`src/rtl/hb_gate_pkg.sv`:
```
package hb_gate_pkg;

   typedef enum logic [2:0] {
      HBM_OFF    = 3'b000,
      HBM_REG    = 3'b001,
      HBM_P1_CMP = 3'b010,
      HBM_P1_LO  = 3'b011,
      HBM_P1_HI  = 3'b100,
      HBM_P2_CMP = 3'b101,
      HBM_P2_LO  = 3'b110,
      HBM_P2_HI  = 3'b111
   } hb_mode_e;

   typedef enum logic [1:0] {
      CMD_NONE = 2'b00,
      CMD_HIGH = 2'b01,
      CMD_LOW  = 2'b10,
      CMD_RSVD = 2'b11
   } hb_cmd_e;

   typedef enum logic [1:0] {
      SIDE_NONE = 2'b00,
      SIDE_HIGH = 2'b01,
      SIDE_LOW  = 2'b10
   } hb_side_e;

   typedef struct packed {
      logic hi;
      logic lo;
   } hb_gate_t;

   localparam int unsigned MODE_W = 3;
   localparam int unsigned CMD_W  = 2;

   // Modes 101, 110 and 111 take the second PWM pin.
   function automatic logic mode_uses_pwm2(input logic [MODE_W-1:0] m);
      return m[2] & (m[1] | m[0]);
   endfunction

endpackage

```
`src/rtl/hb_mode_decode.sv`:
```
module hb_mode_decode
   import hb_gate_pkg::*;
(
   input  logic [MODE_W-1:0] mode,
   input  logic [CMD_W-1:0]  cmd,
   input  logic              pwm_a,
   input  logic              pwm_b,
   output hb_gate_t          req
);

   always_comb begin
      req = '0;
      case (hb_mode_e'(mode))
         HBM_REG: begin
            case (hb_cmd_e'(cmd))
               CMD_HIGH: req.hi = 1'b1;
               CMD_LOW:  req.lo = 1'b1;
               default:  req    = '0;  // CMD_NONE and the reserved code
            endcase
         end
         HBM_P1_CMP: begin
            req.hi = ~pwm_a;
            req.lo = pwm_a;
         end
         HBM_P1_LO:  req.lo = pwm_a;
         HBM_P1_HI:  req.hi = pwm_a;
         HBM_P2_CMP: begin
            req.hi = ~pwm_b;
            req.lo = pwm_b;
         end
         HBM_P2_LO:  req.lo = pwm_b;
         HBM_P2_HI:  req.hi = pwm_b;
         default:    req    = '0;
      endcase
   end

endmodule

```
`src/rtl/hb_deadtime.sv`:
```
module hb_deadtime
   import hb_gate_pkg::*;
#(
   parameter int unsigned DT_W = 4
)(
   input  logic            clk,
   input  logic            rst_n,
   input  logic [DT_W-1:0] dead_cycles,
   input  hb_gate_t        req,
   output logic            hs_q,
   output logic            ls_q
);

   localparam logic [DT_W-1:0] GAP_MAX = {DT_W{1'b1}};

   hb_side_e        last_q, last_d;
   logic [DT_W-1:0] gap_q, gap_d;
   logic            gap_ok;
   logic            hs_d, ls_d;

   // The gap counts consecutive cycles with both gates off, saturating.
   assign gap_ok = (gap_q >= dead_cycles);

   always_comb begin
      hs_d = req.hi && ((last_q != SIDE_LOW)  || gap_ok);
      ls_d = req.lo && ((last_q != SIDE_HIGH) || gap_ok);
      if (hs_d || ls_d)
         gap_d = '0;
      else if (gap_q == GAP_MAX)
         gap_d = gap_q;
      else
         gap_d = gap_q + 1'b1;
      if (hs_d)
         last_d = SIDE_HIGH;
      else if (ls_d)
         last_d = SIDE_LOW;
      else
         last_d = last_q;
   end

   always_ff @(posedge clk or negedge rst_n) begin
      if (!rst_n) begin
         hs_q   <= 1'b0;
         ls_q   <= 1'b0;
         gap_q  <= '0;
         last_q <= SIDE_NONE;
      end else begin
         hs_q   <= hs_d;
         ls_q   <= ls_d;
         gap_q  <= gap_d;
         last_q <= last_d;
      end
   end

   a_r11_no_shoot_through: assert property (@(posedge clk) disable iff (!rst_n)
      !(hs_q && ls_q));

   a_r10_gap_after_low: assert property (@(posedge clk) disable iff (!rst_n)
      (ls_q && dead_cycles != '0) |=> !hs_q);

   a_r10_gap_after_high: assert property (@(posedge clk) disable iff (!rst_n)
      (hs_q && dead_cycles != '0) |=> !ls_q);

   a_r9_same_side_immediate: assert property (@(posedge clk) disable iff (!rst_n)
      (req.hi && last_q != SIDE_LOW) |=> hs_q);

endmodule

```
`src/rtl/hb_gate_selector.sv`:
```
module hb_gate_selector
   import hb_gate_pkg::*;
#(
   parameter int unsigned N_BR      = 6,
   parameter int unsigned LO_CNT    = 4,
   parameter int unsigned DT_W      = 4,
   parameter bit          SENSE_REG = 1'b0
)(
   input  logic                        clk,
   input  logic                        rst_n,
   input  logic [MODE_W*LO_CNT-1:0]    cfg_lo,
   input  logic [MODE_W*(N_BR-LO_CNT)-1:0] cfg_hi,
   input  logic [CMD_W*N_BR-1:0]       cmd,
   input  logic                        pwm1,
   input  logic                        pwm2,
   input  logic [DT_W-1:0]             dead_cycles,
   output logic [N_BR-1:0]             hs_en,
   output logic [N_BR-1:0]             ls_en,
   output logic                        sense_unavail
);

   localparam int unsigned HI_CNT = N_BR - LO_CNT;

   if (LO_CNT < 1 || LO_CNT >= N_BR) begin : g_bad_split
      $error("hb_gate_selector: LO_CNT must lie in 1..N_BR-1");
   end
   if (DT_W < 1 || DT_W > 16) begin : g_bad_dtw
      $error("hb_gate_selector: DT_W must lie in 1..16");
   end

   logic [N_BR-1:0][MODE_W-1:0] mode_w;
   logic [N_BR-1:0]             p2_claim;
   hb_gate_t                    req_w [N_BR];

   for (genvar b = 0; b < N_BR; b++) begin : g_br
      if (b < LO_CNT) begin : g_lo
         assign mode_w[b] = cfg_lo[MODE_W*b +: MODE_W];
      end else begin : g_hi
         assign mode_w[b] = cfg_hi[MODE_W*(b-LO_CNT) +: MODE_W];
      end

      assign p2_claim[b] = mode_uses_pwm2(mode_w[b]);

      hb_mode_decode u_dec (
         .mode  (mode_w[b]),
         .cmd   (cmd[CMD_W*b +: CMD_W]),
         .pwm_a (pwm1),
         .pwm_b (pwm2),
         .req   (req_w[b])
      );

      hb_deadtime #(.DT_W(DT_W)) u_dt (
         .clk         (clk),
         .rst_n       (rst_n),
         .dead_cycles (dead_cycles),
         .req         (req_w[b]),
         .hs_q        (hs_en[b]),
         .ls_q        (ls_en[b])
      );

      a_r2_off_mode: assert property (@(posedge clk) disable iff (!rst_n)
         (mode_w[b] == HBM_OFF) |=> (!hs_en[b] && !ls_en[b]));

      a_r4_reserved_cmd: assert property (@(posedge clk) disable iff (!rst_n)
         (mode_w[b] == HBM_REG && cmd[CMD_W*b +: CMD_W] == CMD_RSVD)
            |=> (!hs_en[b] && !ls_en[b]));

      a_r6_low_only_p1: assert property (@(posedge clk) disable iff (!rst_n)
         (mode_w[b] == HBM_P1_LO) |=> !hs_en[b]);
   end

   if (SENSE_REG) begin : g_sense_ff
      always_ff @(posedge clk or negedge rst_n) begin
         if (!rst_n) sense_unavail <= 1'b0;
         else        sense_unavail <= |p2_claim;
      end
   end else begin : g_sense_comb
      assign sense_unavail = |p2_claim;
   end

endmodule

```
`config.mk`:
```
export PLATFORM = sky130hd
export DESIGN_NAME = hb_gate_selector
export DESIGN_NICKNAME = d
export VERILOG_FILES = /design/src/rtl/hb_gate_pkg.sv /design/src/rtl/hb_mode_decode.sv /design/src/rtl/hb_deadtime.sv /design/src/rtl/hb_gate_selector.sv
export SDC_FILE = /design/constraint.sdc
export NUM_CORES = 1
export LEC_CHECK = 0
export CELL_PAD_IN_SITES_DETAIL_PLACEMENT = 1
export CELL_PAD_IN_SITES_GLOBAL_PLACEMENT = 1
export CORE_UTILIZATION = 45
export DETAILED_ROUTE_END_ITERATION = 10
export DONT_BUFFER_PORTS = 1
export PLACE_DENSITY_LB_ADDON = 0.1
export SLEW_MARGIN = 20
export SYNTH_ARGS = -nofsm -noshare
export SYNTH_HDL_FRONTEND = slang
export SYNTH_SLANG_ARGS = --single-unit
```
`constraint.sdc`:
```
create_clock -name clk -period 1.9 [get_ports clk]
set_input_delay 0.095 -clock clk [delete_from_list [all_inputs] [get_ports clk]]
set_output_delay 0.095 -clock clk [all_outputs]
set_load 0.02 [all_outputs]
```
==> metrics, run 1 <==
run status=finished clean; Fmax achieved=roughly 0.55 GHz; Hold WC Path Type=in2reg; critical register-to-register path startpoint=g_br[5].u_dt.gap_q[3]; Inserted Clock Buffers=5; CTS tree=yes; sink count of the clock tree=48; setup skew after layout=about 8.5 ps; starting density of the core=roughly 48%; minimum clock period after layout=1830 ps; Placement Setup Slack=-23.2 ps; number of pins with negative max-slew slack in the final report=0; post-route core utilization=51.9%; vias after detailed routing=about 2.5k; share of total power consumed by net switching=38.8%; H-tree depth reported by CTS=2; nets@finish=~400; Sw Pwr=between 1.5 and 2 mW; slowest CP cell=sky130_fd_sc_hd__dfrtp_1; critical-path maximum fanout=5; diodes inserted=0; # setup viols final=0; Core Area=around 6900 um2; register bit total from synthesis=48; pwr dens=~1100 nW/um2; maximum root-to-sink buffer count=2; number of hold violations in the final report=0; accumulated negative setup slack=0 ps; count of filler cells inserted in the layout=~790; Max-slew headroom=around two thirds; average vias per placed instance=between 5 and 6; instance count of the mapped netlist=336; combinational group share of total power=40.1%; max-capacitance violation count=0; largest stage delay on the critical path=between 400 and 500 ps; share of power burned in registers=around 43%; part of the Yosys area used for sequential elements=a little over a third; mean area per synthesized cell=between 9 and 10 um2; count of synthesis-stage warnings from yosys=0; Critical Path Sink Type=flip-flop; maximum vdd drop=between 0.5 and 0.6 mV; Die Width=around 88 um; antenna violations before repair=0; reg-to-reg setup timing slack=~65 ps; predominant post-synthesis flop cell=sky130_fd_sc_hd__dfrtp_1; global-route wire length before repair=12000 um; number of unique standard cell types used by synthesis=54; area delta synth->final=9.09%; row count=30; post-synth net total=between 400 and 500; clock slew seen by the registers of the worst setup and hold paths=about 90 ps; clock tree root buffer cell=sky130_fd_sc_hd__clkbuf_8; share of layout cells above drive strength 1=about an eighth; Overall Global Routing Usage=20.2%; list of cells traversed by the critical path=ha_1 > a21oi_1 > nand2_1 > nor4_2 > o32ai_2 > nor3_1; clock share of power=roughly 17%; largest net degree at the start of global routing=49; EDFF count, synth=0; clock network latency to the later pin of the worst-skew pair=about 310 ps; Initial DRC Count=89; remaining antenna violation count after routing=0; Die Area=just under 8000 um2; type of the worst setup path=reg2reg; chip height=87.7 um; ys async rst share=100%; count of boundary I/O pins=51; placer congestion estimate=between 0.8 and 0.9; detailed-placement wirelength estimate=between 5000 and 6000 um; post-synth design cell area=~3300 um2; Min-Delay Startpoint=cfg_lo[8]; Power Internal=2.39 mW; number of buffer cells added on primary ports=0; GRT overflow=0; startpoint of the worst setup timing path=g_br[5].u_dt.gap_q[3]; leakage power figure=between 1.5 and 2 nW; largest area contributor in the netlist=sky130_fd_sc_hd__dfrtp_1; WP data arrival=2050 ps; kind of start point of the critical path=flip-flop; average wire per standard cell=16.7 um; Final WS setup=between 60 and 70 ps; share of the clock period used by the worst path after layout=a little over nine tenths; critical path data required time=2120 ps; Synth top area share=36.4%; WL final=approximately 7300 um; detailed-routing iteration count for the pre-antenna-repair pass=4; dominant cells by area after synthesis=sky130_fd_sc_hd__dfrtp_1 (36%), sky130_fd_sc_hd__ha_1 (11%), sky130_fd_sc_hd__inv_1 (3.9%), sky130_fd_sc_hd__nand3_1 (3.6%), sky130_fd_sc_hd__nor3_1 (3.5%); via count of the first global-routing pass=roughly 2.6k; residual DRC count=0; transition time at the pin with the least slew margin=about 480 ps
[synth_stat cells, drive strengths merged (3+ instances only)]
cell type and instances:
ha 30, a221oi 6, o21ai 16, xnor2 10, a211oi 5, nand3 24
buf 16, inv 34, nor2 11, nand2 8, xor2 5, o2bb2ai 3
nor4 3, nand2b 6, a21o 8, a21oi 17, mux2i 7, nor3 23
nor2b 5, a2111oi 4, o21a 3, a311oi 3, nor3b 4, nor4bb 6
dfrtp 48
[placed cells by master (no fill, tap or decap), types with 4 or more instances in the layout]
cell	count
sky130_fd_sc_hd__xnor2_1	10
sky130_fd_sc_hd__xor2_1	5
sky130_fd_sc_hd__mux2i_1	7
sky130_fd_sc_hd__clkbuf_8	6
sky130_fd_sc_hd__nand2_1	8
sky130_fd_sc_hd__nand3_1	24
sky130_fd_sc_hd__a2111oi_2	4
sky130_fd_sc_hd__buf_4	12
sky130_fd_sc_hd__nor3_1	23
sky130_fd_sc_hd__inv_1	34
sky130_fd_sc_hd__o21ai_0	15
sky130_fd_sc_hd__a21o_1	8
sky130_fd_sc_hd__a21oi_1	14
sky130_fd_sc_hd__nor2_1	11
sky130_fd_sc_hd__nor2b_1	5
sky130_fd_sc_hd__nor4bb_1	6
sky130_fd_sc_hd__dfrtp_1	48
sky130_fd_sc_hd__a211oi_1	4
sky130_fd_sc_hd__ha_1	30
sky130_fd_sc_hd__nand2b_1	6
[metrics by stage]
stage	area, um2	hold WS, ps	total power, mW	std cells
global placement	3370	-199	3.07	424
finish	3600	29.4	3.90	438
CTS	3520	26.6	3.83	436
floorplan	3300	-201	2.81	336
detailed placement	3370	-199	3.14	424
global route	3600	36.6	4.22	438
[path summary, 6_finish.rpt]
kind / to / cells past startpoint
max reg2reg: g_br[5].u_dt.gap_q[3] / 6
min reg2reg: g_br[4].u_dt.last_q[0] / 1
max: g_br[5].u_dt.gap_q[3] / 6
min in group asynchronous: g_br[4].u_dt.gap_q[0] / 2
min: g_br[2].u_dt.last_q[1] / 3
max in group asynchronous: g_br[1].u_dt.last_q[0] / 2
[timing repair]
item                                    4_1_cts  5_1_grt
pin swaps                                     1        3
hold buffers                                  4        0
endpoints found under the setup margin        1       19
resized for setup                             1        9
setup buffers                                 0        2
hold endpoints to repair                     50        0
[cell type report]
type                    count  area (um2)  share of cell area, %
clock inverters             1        7.51                  0.208
repair buffers             16         148                   4.10
multi-input cells         236        1910                   53.1
inverters                  34         128                   3.54
flip-flops and latches     48        1200                   33.3
clock buffers               7        86.3                   2.40
well taps                  96         120                   3.33
[worst max-delay path: cells and delay by family, from the launching register on]
kind,cells,cell delay [ps]
AO/OA/AOI/OAI,2,310
AND/OR/NAND/NOR,3,680
flip-flops,1,430
adder cells (fa/ha/maj),1,330
[flip-flops by register name, indices dropped and copies added (netlist names)]
register          cells
g_br.u_dt.last_q     12
g_br.u_dt.gap_q      24
g_br.u_dt.hs_q        6
g_br.u_dt.ls_q        6
[power groups by stage]
stage / clock, mW / sequential (mW) / combinational (mW)
6_report: 0.648 / 1.69 / 1.56
5_1_grt: 0.703 / 1.73 / 1.78
4_1_cts: 0.672 / 1.69 / 1.47
3_5_place_dp: 0 / 1.71 / 1.43
3_3_place_gp: 0 / 1.70 / 1.37
2_1_floorplan: 0 / 1.60 / 1.21
[metal layers]
metal | GRT usage [%] | part of all wire, % | vias to the layer above
met5 | 0 | 0 | -
li1 | - | - | 1238
met2 | 36.0 | 49 | 30
met4 | 4.92 | 1.4 | 0
met1 | 25.7 | 47 | 1208
met3 | 3.02 | 2.1 | 9
[cells by family (layout without fill, tap and decap cells)]
| group | after synthesis | after routing | share of synthesized area [%] |
|---|---|---|---|
| muxes | 7 | 7 | 2.12 |
| and+or+nand+nor | 99 | 99 | 16.8 |
| adders and majority gates | 30 | 30 | 11.4 |
| DFF | 48 | 48 | 36.4 |
| AOI/OAI and AO/OA | 85 | 85 | 21.6 |
| buffers and inverters | 52 | 58 | 7.77 |
| xor gates and xnor gates | 15 | 15 | 3.98 |
Note: power is estimated with default switching activity, not from simulation.
==> inputs of run 2 (changes only) <==
- CORE_UTILIZATION: 45 -> 49
- clock period: 1.9 -> 1.74 ns (I/O delays scaled with it)
==> metrics, run 2 (synthesized netlist as in run 1, its figures left out) <==
clock network latency to the later pin of the worst-skew pair=310 ps (about the same); layer with the highest usage=met2 (unchanged); CTS tree=yes (unchanged); largest net degree at the start of global routing=49 (unchanged); clock slew seen by the registers of the worst setup and hold paths=90 ps (about the same); setup repair after global routing missed its margin=yes; cell area after placement=3450 um2 (was 3370 um2); global routing usage on met1=32.1% (was 25.7%); largest register by flop count=g_br.u_dt.gap_q (unchanged); type of the worst setup path=reg2reg (unchanged); number of buffer cells added on primary ports=0 (unchanged); Critical Path Sink Type=flip-flop (unchanged); list of cells traversed by the critical path=ha_4 > nand3_4 > a21oi_4 > nor4b_4 > or3_4 > a21o_1 (was ha_1 > a21oi_1 > nand2_1 > nor4_2 > o32ai_2 > nor3_1); area delta synth->final=25.7% (was 9.09%); count of boundary I/O pins=51 (unchanged); transition time at the pin with the least slew margin=499 ps (was 475 ps); Power Internal=3.20 mW (was 2.39 mW); antenna violations before repair=0 (unchanged); violated checks=DRC, setup timing; share of layout cells above drive strength 1=27.2% (was 12.6%); # setup viols final=10 (was 0); Die Width=84.1 um (was 87.7 um); via count of the first global-routing pass=2827 (was 2564); kind of start point of the critical path=flip-flop (unchanged); Fmax achieved=0.556 GHz (was 0.545 GHz); pwr dens=1280 nW/um2 (was 1080 nW/um2); global-route wire length before repair=13800 um (was 12000 um); largest stage delay on the critical path=450 ps (was 430 ps); share of power burned in registers=34.9% (was 43.3%); Placement Setup Slack=-147 ps (was -23.2 ps); Inserted Clock Buffers=5 (unchanged); most frequent cells in the layout=sky130_fd_sc_hd__dfrtp_1 (48), sky130_fd_sc_hd__buf_4 (39), sky130_fd_sc_hd__inv_1 (30), sky130_fd_sc_hd__ha_1 (24), sky130_fd_sc_hd__nand3_1 (22) (was sky130_fd_sc_hd__dfrtp_1 (48), sky130_fd_sc_hd__inv_1 (34), sky130_fd_sc_hd__ha_1 (30), sky130_fd_sc_hd__nand3_1 (24), sky130_fd_sc_hd__nor3_1 (23)); row count=29 (was 30); chip height=84.1 um (was 87.7 um); combinational group share of total power=49.5% (was 40.1%); share of total power consumed by net switching=39.6% (was 38.8%); Die Area=7070 um2 (was 7680 um2); run status=finished, violations left (was finished clean); minimum clock period after layout=1800 ps (was 1830 ps); Hold WC Path Type=in2reg (unchanged); leakage power figure=1.87 nW (was 1.65 nW); clock tree root buffer cell=sky130_fd_sc_hd__clkbuf_8 (unchanged); average wire per standard cell=21.4 um (was 16.7 um); maximum root-to-sink buffer count=2 (unchanged); share of the clock period used by the worst path after layout=103% (was 96.6%); commonest non-fill, non-tap cell in the layout=sky130_fd_sc_hd__dfrtp_1 (unchanged); sink count of the clock tree=48 (unchanged); Max-slew headroom=66.6% (was 68.1%); family of cells with the greatest summed delay on the critical path=simple AND/OR/NAND/NOR gates (unchanged); detailed-placement wirelength estimate=5750 um (was 5480 um); slowest CP cell=sky130_fd_sc_hd__dfrtp_1 (unchanged); clock share of power=15.6% (was 16.6%); Initial DRC Count=69 (was 89); starting density of the core=51.4% (was 47.5%); nets@finish=439 (was 409); number of hold violations in the final report=0 (unchanged); Core Area=6420 um2 (was 6940 um2); met2 track demand over resource=43.3% (was 36.0%); placer congestion estimate=0.742 (was 0.804); vias after detailed routing=2766 (was 2485); Overall Global Routing Usage=24.9% (was 20.2%); setup skew after layout=7.59 ps (was 8.55 ps); Hold Worst Slack=22.1 ps (was 29.4 ps); critical path data required time=1940 ps (was 2120 ps); critical-path maximum fanout=3 (was 5); max FFs per register=24 (unchanged); Sw Pwr=2.09 mW (was 1.52 mW); WL final=9620 um (was 7330 um); H-tree depth reported by CTS=2 (unchanged); met3 track demand over resource=4.15% (was 3.02%); Final WS setup=-57.6 ps (was 65.2 ps); GRT overflow=0 (unchanged); biggest regs=g_br.u_dt.gap_q (24), g_br.u_dt.last_q (12) (unchanged); max-capacitance violation count=0 (unchanged); maximum vdd drop=0.594 mV (was 0.592 mV); Non-Filler Cell Area, Final=4150 um2 (was 3600 um2); detailed-routing iteration count for the pre-antenna-repair pass=7 (was 4); WP data arrival=2000 ps (was 2050 ps); residual DRC count=8 (was 0); count of buffering cells on the critical path with inverters included=0 (unchanged); average vias per placed instance=6.16 (was 5.67); diodes inserted=0 (unchanged); remaining antenna violation count after routing=0 (unchanged); number of pins with negative max-slew slack in the final report=0 (unchanged)
## run 2: cell count changes in the layout (fill, tap and decap cells not counted), moves of 3 or more
cell                        change
sky130_fd_sc_hd__buf_4         +27
sky130_fd_sc_hd__ha_1           -6
sky130_fd_sc_hd__ha_4           +6
sky130_fd_sc_hd__nor3_1         -5
sky130_fd_sc_hd__inv_1          -4
sky130_fd_sc_hd__inv_2          +4
sky130_fd_sc_hd__a2111oi_2      -3
sky130_fd_sc_hd__a2111oi_4      +3
sky130_fd_sc_hd__nor3_2         +3
sky130_fd_sc_hd__o21ai_0        -3
sky130_fd_sc_hd__o21ai_2        +3
sky130_fd_sc_hd__o2bb2ai_4      +3
## run 2: layout make-up
type	instances	area, um2
Sequential cell	48	1200
Multi-Input combinational cell	236	2210
Fill cell	686	2270
Timing Repair Buffer	46	402
Tap cell	77	96.3
Clock buffer	6	72.6
Inverter	34	128
Clock inverter	2	35.0
## run 2: stage by stage
step                      cells  power [mW]  utilization (%)  TNS, ps
final                       449        5.29             64.6     -271
after global routing        449        5.60             64.6     -800
after CTS                   437        4.70             59.3    -14.7
after detailed placement    418        3.58             53.7     -981
after global placement      418        3.46             53.7    -33.1
after floorplan             336        3.08                -        0
## run 2: final timing paths
| path | start | end | slack, ps | cells past startpoint |
|---|---|---|---|---|
| worst max-delay path | g_br[5].u_dt.gap_q[2] | g_br[5].u_dt.last_q[0] | -60 | 6 |
| worst min-delay path | cfg_lo[8] | g_br[2].u_dt.ls_q | 20 | 3 |
| worst max register to register | g_br[5].u_dt.gap_q[2] | g_br[5].u_dt.last_q[0] | -60 | 6 |
| worst min register to register | g_br[4].u_dt.last_q[0] | g_br[4].u_dt.last_q[0] | 500 | 1 |
| max in group asynchronous | rst_n | g_br[1].u_dt.last_q[1] | 1210 | 2 |
| min in group asynchronous | rst_n | g_br[5].u_dt.ls_q | 310 | 2 |
## run 2: what timing repair did
action | 4_1_cts | 5_1_grt
hold buffers | 4 | 0
hold endpoints to repair | 50 | 0
resized for setup | 23 | 33
buffers inserted | 7 | 13
endpoints found under the setup margin | 23 | 33
pin swaps | 10 | 22
## run 2: power groups by stage
| stage | clock [mW] | sequential [mW] | combinational [mW] |
|---|---|---|---|
| after floorplan | 0 | 1.74 | 1.33 |
| after global placement | 0 | 1.81 | 1.64 |
| after detailed placement | 0 | 1.83 | 1.75 |
| after global routing | 0.879 | 1.88 | 2.84 |
| after CTS | 0.843 | 1.82 | 2.04 |
| final | 0.823 | 1.85 | 2.62 |
## run 2: worst reg2reg max path: stages, from the launching register on
cell and delay (ps):
sky130_fd_sc_hd__dfrtp_1 450, sky130_fd_sc_hd__ha_4 320, sky130_fd_sc_hd__nand3_4 90, sky130_fd_sc_hd__a21oi_4 210, sky130_fd_sc_hd__nor4b_4 90, sky130_fd_sc_hd__or3_4 340
sky130_fd_sc_hd__a21o_1 190
## run 2: routing by layer
layer	wire length, um	vias to the layer above
met1	4040	1383
li1	-	1299
met3	354	25
met2	4960	59
met4	265	0
met5	0	-
